===== src/rtl/i2c_node_pkg.sv =====
package i2c_node_pkg;

  typedef enum logic [3:0] {
    ST_IDLE,
    ST_ADDR,
    ST_ADDR_ACKW,
    ST_ADDR_ACK,
    ST_WR_BIT,
    ST_WR_ACKW,
    ST_WR_ACK,
    ST_RD_LOAD,
    ST_RD_BIT,
    ST_RD_ACKW,
    ST_RD_ACKD
  } tgt_state_e;

  typedef struct packed {
    logic scl;
    logic sda;
    logic scl_rise;
    logic scl_fall;
    logic start;
    logic stop;
  } line_ev_t;

endpackage


===== src/rtl/i2c_line_sync.sv =====
module i2c_line_sync
  import i2c_node_pkg::*;
#(
  parameter int STAGES = 2
) (
  input  logic     clk,
  input  logic     rst,
  input  logic     scl_i,
  input  logic     sda_i,
  output line_ev_t ev
);

  logic [STAGES-1:0] scl_pipe;
  logic [STAGES-1:0] sda_pipe;
  logic              scl_q;
  logic              sda_q;
  logic              scl_s;
  logic              sda_s;

  always_ff @(posedge clk) begin
    if (rst) begin
      scl_pipe <= '1;
      sda_pipe <= '1;
      scl_q    <= 1'b1;
      sda_q    <= 1'b1;
    end else begin
      scl_pipe <= {scl_pipe[STAGES-2:0], scl_i};
      sda_pipe <= {sda_pipe[STAGES-2:0], sda_i};
      scl_q    <= scl_s;
      sda_q    <= sda_s;
    end
  end

  assign scl_s = scl_pipe[STAGES-1];
  assign sda_s = sda_pipe[STAGES-1];

  always_comb begin
    ev.scl      = scl_s;
    ev.sda      = sda_s;
    ev.scl_rise = scl_s & ~scl_q;
    ev.scl_fall = ~scl_s & scl_q;
    ev.start    = scl_s & scl_q & sda_q & ~sda_s;
    ev.stop     = scl_s & scl_q & ~sda_q & sda_s;
  end

endmodule


===== src/rtl/i2c_addr_match.sv =====
module i2c_addr_match #(
  parameter int ADDR_W = 7,
  parameter int FIX_W  = 2,
  parameter logic [FIX_W-1:0] FIXED_BITS = '1,
  localparam int PROG_W = ADDR_W - FIX_W - 1
) (
  input  logic [ADDR_W:0]   cand,
  input  logic [PROG_W-1:0] prog,
  input  logic              strap,
  output logic              hit_node,
  output logic              hit_gcall
);

  logic [ADDR_W-1:0] own_addr;

  assign own_addr  = {FIXED_BITS, prog, strap};
  assign hit_node  = (cand[ADDR_W:1] == own_addr);
  assign hit_gcall = (cand[ADDR_W:1] == '0) && !cand[0];

endmodule


===== src/rtl/i2c_target_fsm.sv =====
module i2c_target_fsm
  import i2c_node_pkg::*;
#(
  parameter int BYTE_W     = 8,
  parameter int MAX_BYTES  = 8,
  parameter bit STRETCH_EN = 1'b1,
  localparam int CNT_W = $clog2(BYTE_W),
  localparam int NB_W  = $clog2(MAX_BYTES + 1)
) (
  input  logic              clk,
  input  logic              rst,
  input  line_ev_t          ev,
  output logic [BYTE_W-1:0] addr_cand,
  input  logic              hit_node,
  input  logic              hit_gcall,
  input  logic [BYTE_W-1:0] tx_data,
  input  logic              tx_valid,
  output logic              sda_oe,
  output logic              scl_hold,
  output logic              rx_valid,
  output logic [BYTE_W-1:0] rx_data,
  output logic              rx_first,
  output logic              rx_gcall,
  output logic              rx_end,
  output logic              tx_take
);

  localparam logic [CNT_W-1:0] LAST_BIT = CNT_W'(BYTE_W - 1);
  localparam logic [NB_W-1:0]  NB_MAX   = NB_W'(MAX_BYTES);

  tgt_state_e        state;
  logic [BYTE_W-1:0] shreg;
  logic [CNT_W-1:0]  bit_cnt;
  logic [NB_W-1:0]   nbytes;
  logic              rd_mode;
  logic              matched;
  logic              gc_sel;
  logic              accept;
  logic              mack;
  logic              wr_seen;
  logic              room;
  logic [BYTE_W-1:0] shifted_in;

  assign shifted_in = {shreg[BYTE_W-2:0], ev.sda};
  assign addr_cand  = shifted_in;
  assign room       = (nbytes < NB_MAX);

  always_ff @(posedge clk) begin
    if (rst) begin
      state    <= ST_IDLE;
      shreg    <= '0;
      bit_cnt  <= '0;
      nbytes   <= '0;
      rd_mode  <= 1'b0;
      matched  <= 1'b0;
      gc_sel   <= 1'b0;
      accept   <= 1'b0;
      mack     <= 1'b0;
      wr_seen  <= 1'b0;
      sda_oe   <= 1'b0;
      rx_valid <= 1'b0;
      rx_data  <= '0;
      rx_first <= 1'b0;
      rx_gcall <= 1'b0;
      rx_end   <= 1'b0;
      tx_take  <= 1'b0;
    end else begin
      rx_valid <= 1'b0;
      rx_first <= 1'b0;
      rx_end   <= 1'b0;
      tx_take  <= 1'b0;
      if (ev.start) begin
        state   <= ST_ADDR;
        bit_cnt <= '0;
        nbytes  <= '0;
        sda_oe  <= 1'b0;
        rx_end  <= wr_seen;
        wr_seen <= 1'b0;
      end else if (ev.stop) begin
        state   <= ST_IDLE;
        sda_oe  <= 1'b0;
        rx_end  <= wr_seen;
        wr_seen <= 1'b0;
      end else begin
        unique case (state)
          ST_IDLE: ;
          ST_ADDR: begin
            if (ev.scl_rise) begin
              shreg <= shifted_in;
              if (bit_cnt == LAST_BIT) begin
                rd_mode <= ev.sda;
                matched <= hit_node | hit_gcall;
                gc_sel  <= hit_gcall;
                state   <= ST_ADDR_ACKW;
              end else begin
                bit_cnt <= bit_cnt + 1'b1;
              end
            end
          end
          ST_ADDR_ACKW: begin
            if (ev.scl_fall) begin
              if (matched) begin
                sda_oe <= 1'b1;
                state  <= ST_ADDR_ACK;
              end else begin
                state  <= ST_IDLE;
              end
            end
          end
          ST_ADDR_ACK: begin
            if (ev.scl_fall) begin
              sda_oe  <= 1'b0;
              bit_cnt <= '0;
              state   <= rd_mode ? ST_RD_LOAD : ST_WR_BIT;
            end
          end
          ST_WR_BIT: begin
            if (ev.scl_rise) begin
              shreg <= shifted_in;
              if (bit_cnt == LAST_BIT) begin
                state  <= ST_WR_ACKW;
                accept <= room;
                if (room) begin
                  rx_valid <= 1'b1;
                  rx_data  <= shifted_in;
                  rx_first <= (nbytes == '0);
                  rx_gcall <= gc_sel;
                  nbytes   <= nbytes + 1'b1;
                  wr_seen  <= 1'b1;
                end
              end else begin
                bit_cnt <= bit_cnt + 1'b1;
              end
            end
          end
          ST_WR_ACKW: begin
            if (ev.scl_fall) begin
              sda_oe <= accept;
              state  <= ST_WR_ACK;
            end
          end
          ST_WR_ACK: begin
            if (ev.scl_fall) begin
              sda_oe  <= 1'b0;
              bit_cnt <= '0;
              state   <= ST_WR_BIT;
            end
          end
          ST_RD_LOAD: begin
            if (!room) begin
              shreg   <= '1;
              sda_oe  <= 1'b0;
              bit_cnt <= '0;
              state   <= ST_RD_BIT;
            end else if (tx_valid) begin
              shreg   <= tx_data;
              sda_oe  <= ~tx_data[BYTE_W-1];
              tx_take <= 1'b1;
              nbytes  <= nbytes + 1'b1;
              bit_cnt <= '0;
              state   <= ST_RD_BIT;
            end
          end
          ST_RD_BIT: begin
            if (ev.scl_fall) begin
              if (bit_cnt == LAST_BIT) begin
                sda_oe <= 1'b0;
                state  <= ST_RD_ACKW;
              end else begin
                shreg   <= {shreg[BYTE_W-2:0], 1'b1};
                sda_oe  <= ~shreg[BYTE_W-2];
                bit_cnt <= bit_cnt + 1'b1;
              end
            end
          end
          ST_RD_ACKW: begin
            if (ev.scl_rise) begin
              mack  <= ~ev.sda;
              state <= ST_RD_ACKD;
            end
          end
          ST_RD_ACKD: begin
            if (ev.scl_fall) begin
              state <= mack ? ST_RD_LOAD : ST_IDLE;
            end
          end
          default: state <= ST_IDLE;
        endcase
      end
    end
  end

  generate
    if (STRETCH_EN) begin : g_stretch
      always_ff @(posedge clk) begin
        if (rst) begin
          scl_hold <= 1'b0;
        end else begin
          scl_hold <= (state == ST_RD_LOAD) && !tx_valid && room
                      && !ev.start && !ev.stop;
        end
      end
    end else begin : g_no_stretch
      assign scl_hold = 1'b0;
    end
  endgenerate

endmodule


===== src/rtl/i2c_node_target.sv =====
module i2c_node_target
  import i2c_node_pkg::*;
#(
  parameter int ADDR_W      = 7,
  parameter int FIX_W       = 2,
  parameter logic [FIX_W-1:0] FIXED_BITS = 2'b11,
  parameter int MAX_BYTES   = 8,
  parameter int SYNC_STAGES = 2,
  parameter bit STRETCH_EN  = 1'b1,
  localparam int PROG_W = ADDR_W - FIX_W - 1,
  localparam int BYTE_W = ADDR_W + 1
) (
  input  logic              clk,
  input  logic              rst,
  input  logic              scl_i,
  input  logic              sda_i,
  output logic              sda_oe,
  output logic              scl_hold,
  input  logic [PROG_W-1:0] node_prog,
  input  logic              node_strap,
  output logic              rx_valid,
  output logic [BYTE_W-1:0] rx_data,
  output logic              rx_first,
  output logic              rx_gcall,
  output logic              rx_end,
  input  logic [BYTE_W-1:0] tx_data,
  input  logic              tx_valid,
  output logic              tx_take
);

  line_ev_t          line_ev;
  logic [BYTE_W-1:0] addr_cand;
  logic              hit_node;
  logic              hit_gcall;
  logic              scl_seen;
  logic              start_seen;

  assign scl_seen   = line_ev.scl;
  assign start_seen = line_ev.start;

  i2c_line_sync #(
    .STAGES(SYNC_STAGES)
  ) u_sync (
    .clk  (clk),
    .rst  (rst),
    .scl_i(scl_i),
    .sda_i(sda_i),
    .ev   (line_ev)
  );

  i2c_addr_match #(
    .ADDR_W    (ADDR_W),
    .FIX_W     (FIX_W),
    .FIXED_BITS(FIXED_BITS)
  ) u_match (
    .cand     (addr_cand),
    .prog     (node_prog),
    .strap    (node_strap),
    .hit_node (hit_node),
    .hit_gcall(hit_gcall)
  );

  i2c_target_fsm #(
    .BYTE_W    (BYTE_W),
    .MAX_BYTES (MAX_BYTES),
    .STRETCH_EN(STRETCH_EN)
  ) u_fsm (
    .clk      (clk),
    .rst      (rst),
    .ev       (line_ev),
    .addr_cand(addr_cand),
    .hit_node (hit_node),
    .hit_gcall(hit_gcall),
    .tx_data  (tx_data),
    .tx_valid (tx_valid),
    .sda_oe   (sda_oe),
    .scl_hold (scl_hold),
    .rx_valid (rx_valid),
    .rx_data  (rx_data),
    .rx_first (rx_first),
    .rx_gcall (rx_gcall),
    .rx_end   (rx_end),
    .tx_take  (tx_take)
  );

endmodule


===== config.mk =====
export PLATFORM = sky130hd
export DESIGN_NAME = i2c_node_target
export DESIGN_NICKNAME = d
export VERILOG_FILES = /design/src/rtl/i2c_node_pkg.sv /design/src/rtl/i2c_line_sync.sv /design/src/rtl/i2c_addr_match.sv /design/src/rtl/i2c_target_fsm.sv /design/src/rtl/i2c_node_target.sv
export SDC_FILE = /design/constraint.sdc
export NUM_CORES = 1
export LEC_CHECK = 0
export ABC_AREA = 0
export CAP_MARGIN = 10
export CORE_ASPECT_RATIO = 0.5
export CORE_MARGIN = 5
export CORE_UTILIZATION = 59
export CTS_BUF_LIST = sky130_fd_sc_hd__clkbuf_16
export CTS_CLUSTER_SIZE = 24
export DETAILED_ROUTE_END_ITERATION = 10
export GPL_ROUTABILITY_DRIVEN = 0
export HOLD_SLACK_MARGIN = 0.08
export PLACE_DENSITY = 0.82
export SYNTH_ARGS = -nofsm -noshare
export SYNTH_HDL_FRONTEND = slang
export SYNTH_HIERARCHICAL = 1
export SYNTH_SLANG_ARGS = --single-unit

===== constraint.sdc =====
create_clock -name clk -period 6.99 [get_ports clk]
set_clock_uncertainty 0.1 [all_clocks]
set_input_delay 0.699 -clock clk [delete_from_list [all_inputs] [get_ports clk]]
set_output_delay 0.699 -clock clk [all_outputs]
set_load 0.01 [all_outputs]

Word-level counts from Yosys, hierarchy flattened
Cells that the tools add are included.

Multiply operators: 0. Bitwise gates (word level): 22. $lt $le $gt $ge: 1. Add/sub/neg operators: 2. Muxes and demuxes: 52. Reduce and logical (&&, ||, !) cells: 34. Shift-type cells: 0. Divide/modulo/power cells: 0. Eq/ne operators: 46.

Operators with widths (count): two-way mux 4 bit (19); case mux 4 bit (11 select lines) (1); inequality test 4 x 3 -> 1 bit (second input constant) (9); two-way mux 7 bit (5); AND reduction 14 bit (2); inequality test 2 bit (second input constant) (11); two-way mux 3 bit (7); case mux 7 bit (3 select lines) (1); AND reduction 7 bit (3); == test 4 x 3 -> 1 bit (second input constant) (4); inequality test 2 x 1 -> 1 bit (second input constant) (8); two-way mux 1 bit (14); NOT 1 bit (14); == test 4 bit (second input constant) (3); inequality test 4 x 2 -> 1 bit (second input constant) (3); case mux 3 bit (4 select lines) (1); AND reduction 6 bit (2); AND reduction 5 bit (2); == test 4 x 2 -> 1 bit (second input constant) (2); zero test 4 bit (2); case mux 4 bit (2 select lines) (1); AND reduction 4 bit (2); AND 1 bit (7); == test 7 bit (1); 23 further kinds (33).

ROM bits: 0. Bits in writable memories: 0. Latch bits: 0. Input port bits: 18. Bits in registers: 45. Memories: 0.

Logic depth before layout (Yosys ltp)
Gate-level depths: netlist of the first run.

Depth in word-level cells: 6. Mapped depth: 8. Mapped depth without buffers: 7.

Hierarchy
The synthesis of the first run kept the hierarchy.

Modules (own cells, without submodules): i2c_target_fsm (area each 2138.3 µm², cells each 254, instances 1, seq. area each 780.7 µm²); i2c_line_sync (area each 205.2 µm², cells each 18, instances 1, seq. area each 120.1 µm²); i2c_addr_match (area each 77.6 µm², cells each 11, instances 1, seq. area each 0.0 µm²).

Least setup slack after synthesis of the first run
No wires, ideal clock.

Path type: input port to flip-flop. Start: in tx_valid. End: reg u_fsm.shreg[5]. Stages: 5. Library setup time: 0.070 ns. Arrival: 2.070 ns. Data required time: 6.820 ns. Setup slack: 4.750 ns. Cells stage by stage: o32ai_2 -> or4_4 -> buf_6 -> or4_1 -> a21oi_1.

Longest elaborated chain between the ends: 2.

Ends and longest elaborated chain: start: declaration (line i2c_node_target.sv:27) `input logic tx_valid,`; inequality test 3 bit (no source line); AND reduction 7 bit (no source line); end signal: assignment (line i2c_target_fsm.sv:89) `shreg <= shifted_in;`; end signal: assignment (line i2c_target_fsm.sv:119) `shreg <= shifted_in;`; end signal: assignment (line i2c_target_fsm.sv:156) `shreg <= tx_data;`; end: declaration (line i2c_target_fsm.sv:32) `logic [BYTE_W-1:0] shreg;`.

Every way passes these cells. A chain may end at the register's enable or synchronous reset.

Final worst setup path of the first run
Start: reg u_fsm.state[3]. End: reg u_fsm.shreg[1].

Longest elaborated chain between the ends: 4. Elaborated cells on any way between the ends: 12. Those cells by class: eq/ne: 8; mux: 1; reduce/logical: 3.

Ends and longest elaborated chain: start: declaration (line i2c_target_fsm.sv:31) `tgt_state_e state;`; start signal: assignment (line i2c_target_fsm.sv:114) `state <= rd_mode ? ST_RD_LOAD : ST_WR_BIT;`; start signal: assignment (line i2c_target_fsm.sv:184) `state <= mack ? ST_RD_LOAD : ST_IDLE;`; == test 4 x 1 -> 1 bit or == test 4 x 3 -> 1 bit (tied branches) (line i2c_target_fsm.sv:85) `unique case (state)`; OR reduction 2 bit (no source line); inequality test 2 x 1 -> 1 bit (no source line) or nonzero test 3 bit (tied branches); AND reduction 7 bit (no source line).

Parallel ways exist; a longest one is shown, timed or not.

==> metrics.txt, run 1 <==
status completed; cell area after synthesis 2410 um2; htree depth 2; Min-Delay Path Class flip-flop to flip-flop; min setup slack post-route 4.11 ns; setup_tns 0 ns; vias in the first global route 2012; Slew @ Worst Pin 0.820 ns; Core ar. 3920 um2; largest net degree at the start of global routing 27; antenna violations before repair 0; final setup vio count 0; port bufs 32; pre-CTS setup slack 4.16 ns; critical path type flip-flop to flip-flop; post-synth net total 304; first-pass detailed-route iteration total 4; Chip Height 55.2 um; WP depth 5; clock buffer depth 2; Clk pin slew, worst setup/hold paths 0.06 ns; io pins 33; Mean Syn Cell Area 8.56 um2; post-route clock period utilization 0.412; final hold viol count 0; Via density 6.02; setup bufs post-CTS 0; CP max stage cell dfxtp_1; WP data required 7.10 ns; Syn-to-layout area delta 16.6%; CTS tree yes; Leak Pwr 1.07 nW; CTS resizes 0; Critical Path AT 2.99 ns; power density over cell area 184 nW/um2; Tot GR Track Use 0.201; Worst Path Max Fanout 26; RSZ-0062 raised after global routing no; Post-CTS Hold Buffers 0; vias 2119; Worst IR Drop VDD 0.000122 V; CP top delay family simple AND/OR/NAND/NOR gates; Reg2Reg Depth 5; Rel. slew slack 0.453; n_diodes 0; die width 100 um; DR iter-0 viols 151; Root Buffer Master clkbuf_16; max-slew violations 0; YS warnings 6; # nets final 319; sum of buffers and inverters on the critical path 0; MaxCap Viol Count 0; share of post-route cells with drive strength above 1 0.0604; detailed-route wire length 5.51 mm; Hold WS 0.306 ns; slowest stage delay, CP 0.81 ns; Final min period 2.88 ns; first-pass GRT wire length 9.18 mm; element type at the critical path end flip-flop; Routed Antenna Nets 0; GR Overflow Total 0; Hold Crit Depth 1; Fmax 347 MHz; # DRC 0; Die ar. 5550 um2; Startpoint Class flip-flop; post-route total power 0.518 mW; Initial Utilization 0.615; Inserted Clock Buffers 5; register area 901 um2; post-DR wirelength/cell 15.7 um; total clock sinks 45; area of the multi-input gates 1350 um2; clk_lat worst skew 0.28 ns; CP Cell Sequence nand4b_2 > o32ai_2 > or4_4 > or4_1 > a21oi_1; # fillers 321; site row count 16; hpwl dp 3.87 mm; Mapped Cells 282
[metrics by stage]
| stage | std cells | instance area [um2] | util |
|---|---|---|---|
| 2_1_floorplan | 282 | 2410 | - |
| 3_3_place_gp | 344 | 2680 | 0.682 |
| 3_5_place_dp | 344 | 2680 | 0.682 |
| 4_1_cts | 352 | 2820 | 0.717 |
| 5_1_grt | 352 | 2820 | 0.717 |
| 6_report | 352 | 2820 | 0.717 |
[final timing paths]
| path | from | to | slack (ns) |
|---|---|---|---|
| max | u_fsm/state[3] | u_fsm/shreg[1] | 4.11 |
| min reg2reg | u_sync/scl_pipe[0] | u_sync/scl_pipe[1] | 0.31 |
| min | u_sync/scl_pipe[0] | u_sync/scl_pipe[1] | 0.31 |
| max reg2reg | u_fsm/state[3] | u_fsm/shreg[1] | 4.11 |
[cell usage in the layout (no fill, tap or decap), types with 9 or more instances in the layout]
cell	instances
dfxtp_1	45
nor2_1	34
clkdlybuf4s50_1	32
mux2i_1	16
a21oi_1	16
nor3_1	15
o21ai_0	13
nand2_1	12
inv_1	10
or4_1	9
[layout make-up]
class	instances	area share
clock buffer	5	0.0444
clock inverter	3	0.00533
inverter	8	0.0107
multi-input combinational	204	0.479
sequential	45	0.320
tap	54	0.0240
timing repair buffer	33	0.116
[routing by layer]
metal,vias up,wire (um),global-route usage
met1,975,2520,0.270
li1,1044,-,-
met4,0,96,0.0768
met2,87,2490,0.307
met5,-,0,0
met3,13,411,0.0565
[report_power, final]
group | total, mW | internal (mW) | switching (mW)
Combinational | 0.0333 | 0.0170 | 0.0163
Sequential | 0.263 | 0.259 | 0.00374
Clock | 0.222 | 0.130 | 0.0920
Total | 0.518 | 0.406 | 0.112
[flip-flops by register name, summed over array words and instances, names as in the netlist, 2 cells and up]
register	flops
u_sync/sda_pipe	2
u_fsm/nbytes	4
u_fsm/bit_cnt	3
u_fsm/shreg	7
u_fsm/state	4
u_fsm/rx_data	8
u_sync/scl_pipe	2
Power figures use the tool's default switching activity.
==> inputs of run 2 (changes only) <==
CORE_UTILIZATION = 54   (was 59)
PLACE_DENSITY = 0.76   (was 0.82)
clock period = 2.9 ns   (was 6.99 ns; I/O delays follow)
==> metrics.txt, run 2 (synthesis gave the netlist of run 1 again) <==
status completed; Leak Pwr 1.12 nW; vias in the first global route 2011; Post-CTS Hold Buffers 0; CP top delay family simple AND/OR/NAND/NOR gates; detailed-route wire length 5.66 mm; share of post-route cells with drive strength above 1 0.0879; antenna violations before repair 0; Final min period 2.46 ns; Startpoint Class flip-flop; io pins 33; final hold viol count 0; Critical Path AT 2.57 ns; Worst IR Drop VDD 0.000215 V; Root Buffer Master clkbuf_16; biggest regs u_fsm/rx_data (8), u_fsm/shreg (7); CP Cell Sequence buf_4 > nand4b_2 > o32ai_2 > or4_4 > or4_1 > a21oi_1; Worst Path Max Fanout 14; worst setup path startpoint u_fsm/state[3]; critical path type flip-flop to flip-flop; Clk pin slew, worst setup/hold paths 0.06 ns; Syn-to-layout area delta 19.6%; Slew @ Worst Pin 0.482 ns; hpwl dp 4.08 mm; largest net degree at the start of global routing 19; commonest non-fill, non-tap cell in the layout dfxtp_1; die width 105 um; Fmax 407 MHz; htree depth 2; vias 2151; setup bufs post-CTS 0; min setup slack post-route 0.442 ns; MaxCap Viol Count 0; WP data required 3.01 ns; Inserted Clock Buffers 5; post-route clock period utilization 0.847; post-DR wirelength/cell 15.5 um; post-route total power 1.24 mW; sum of buffers and inverters on the critical path 1; clk_lat worst skew 0.28 ns; Rel. slew slack 0.677; DR iter-0 viols 150; Top reg by flops u_fsm/rx_data; area of the multi-input gates 1350 um2; Hold WS 0.310 ns; Via density 5.91; # nets final 329; Routed Antenna Nets 0; pre-CTS setup slack 0.480 ns; Initial Utilization 0.554; # DRC 0; first-pass detailed-route iteration total 4; register area 901 um2; Min-Delay Path Class flip-flop to flip-flop; total clock sinks 45; first-pass GRT wire length 9.57 mm; # fillers 363; launching point of the worst reg2reg path u_fsm/state[3]; Chip Height 57.3 um; slowest stage delay, CP 0.60 ns; RSZ-0062 raised after global routing no; hold wc startpoint u_sync/sda_pipe[0]; CP max stage cell or4_4; final setup vio count 0; Tot GR Track Use 0.195; power density over cell area 428 nW/um2; fin util 0.662; Die ar. 5990 um2; n_diodes 0; Core ar. 4360 um2; CTS resizes 0; port bufs 32; setup_tns 0 ns; CTS tree yes; max reg flops 8; most frequent cells in the layout dfxtp_1 (45), nor2_1 (34), clkdlybuf4s50_1 (32); clock buffer depth 2; GR Overflow Total 0; site row count 17; element type at the critical path end flip-flop; max-slew violations 0
-- run 2: cell count changes in the layout (fill, tap and decap cells not counted) --
cell,before,now
buf_4,1,11
clkinv_1,0,1
clkinvlp_4,1,0
inv_1,10,9
-- run 2: power breakdown --
group / switching, mW / leakage, nW / total [mW] / internal [mW]
Clock: 0.211 / 0.0685 / 0.519 / 0.308
Combinational: 0.0443 / 0.691 / 0.0879 / 0.0436
Sequential: 0.00498 / 0.364 / 0.629 / 0.624
Total: 0.261 / 1.12 / 1.24 / 0.975
-- run 2: path summary, 6_finish.rpt --
check / slack [ns] / to / cells after the start
hold reg to reg: 0.31 / u_sync/sda_pipe[1] / 1
setup / recovery: 0.44 / u_fsm/shreg[4] / 6
setup reg to reg: 0.44 / u_fsm/shreg[4] / 6
hold / removal: 0.31 / u_sync/sda_pipe[1] / 1
-- run 2: worst register-to-register path: cells and delay by family (launching register included) --
| kind | cells | cell delay (ns) |
|---|---|---|
| DFF | 1 | 0.35 |
| and+or+nand+nor | 3 | 1.43 |
| AOI/OAI and AO/OA | 2 | 0.33 |
| buffers and inverters | 1 | 0.18 |
-- run 2: routing by layer --
metal  vias up  GRT usage  part of all wire
li1       1062          -                 -
met1       992      0.259              0.45
met2        91      0.312              0.46
met3         6     0.0497             0.077
met4         0     0.0627             0.010
met5         -          0                 0
-- run 2: layout make-up --
type / count / area share
Timing Repair Buffer: 43 / 0.140
Clock inverter: 2 / 0.00260
Tap cell: 57 / 0.0247
Clock buffer: 5 / 0.0433
Inverter: 8 / 0.0104
Sequential cell: 45 / 0.312
Multi-Input combinational cell: 204 / 0.467
-- run 2: stage by stage --
stage,cells,instance area [um2]
detailed placement,357,2750
global placement,357,2750
global route,364,2890
finish,364,2890
floorplan,282,2410
CTS,364,2890
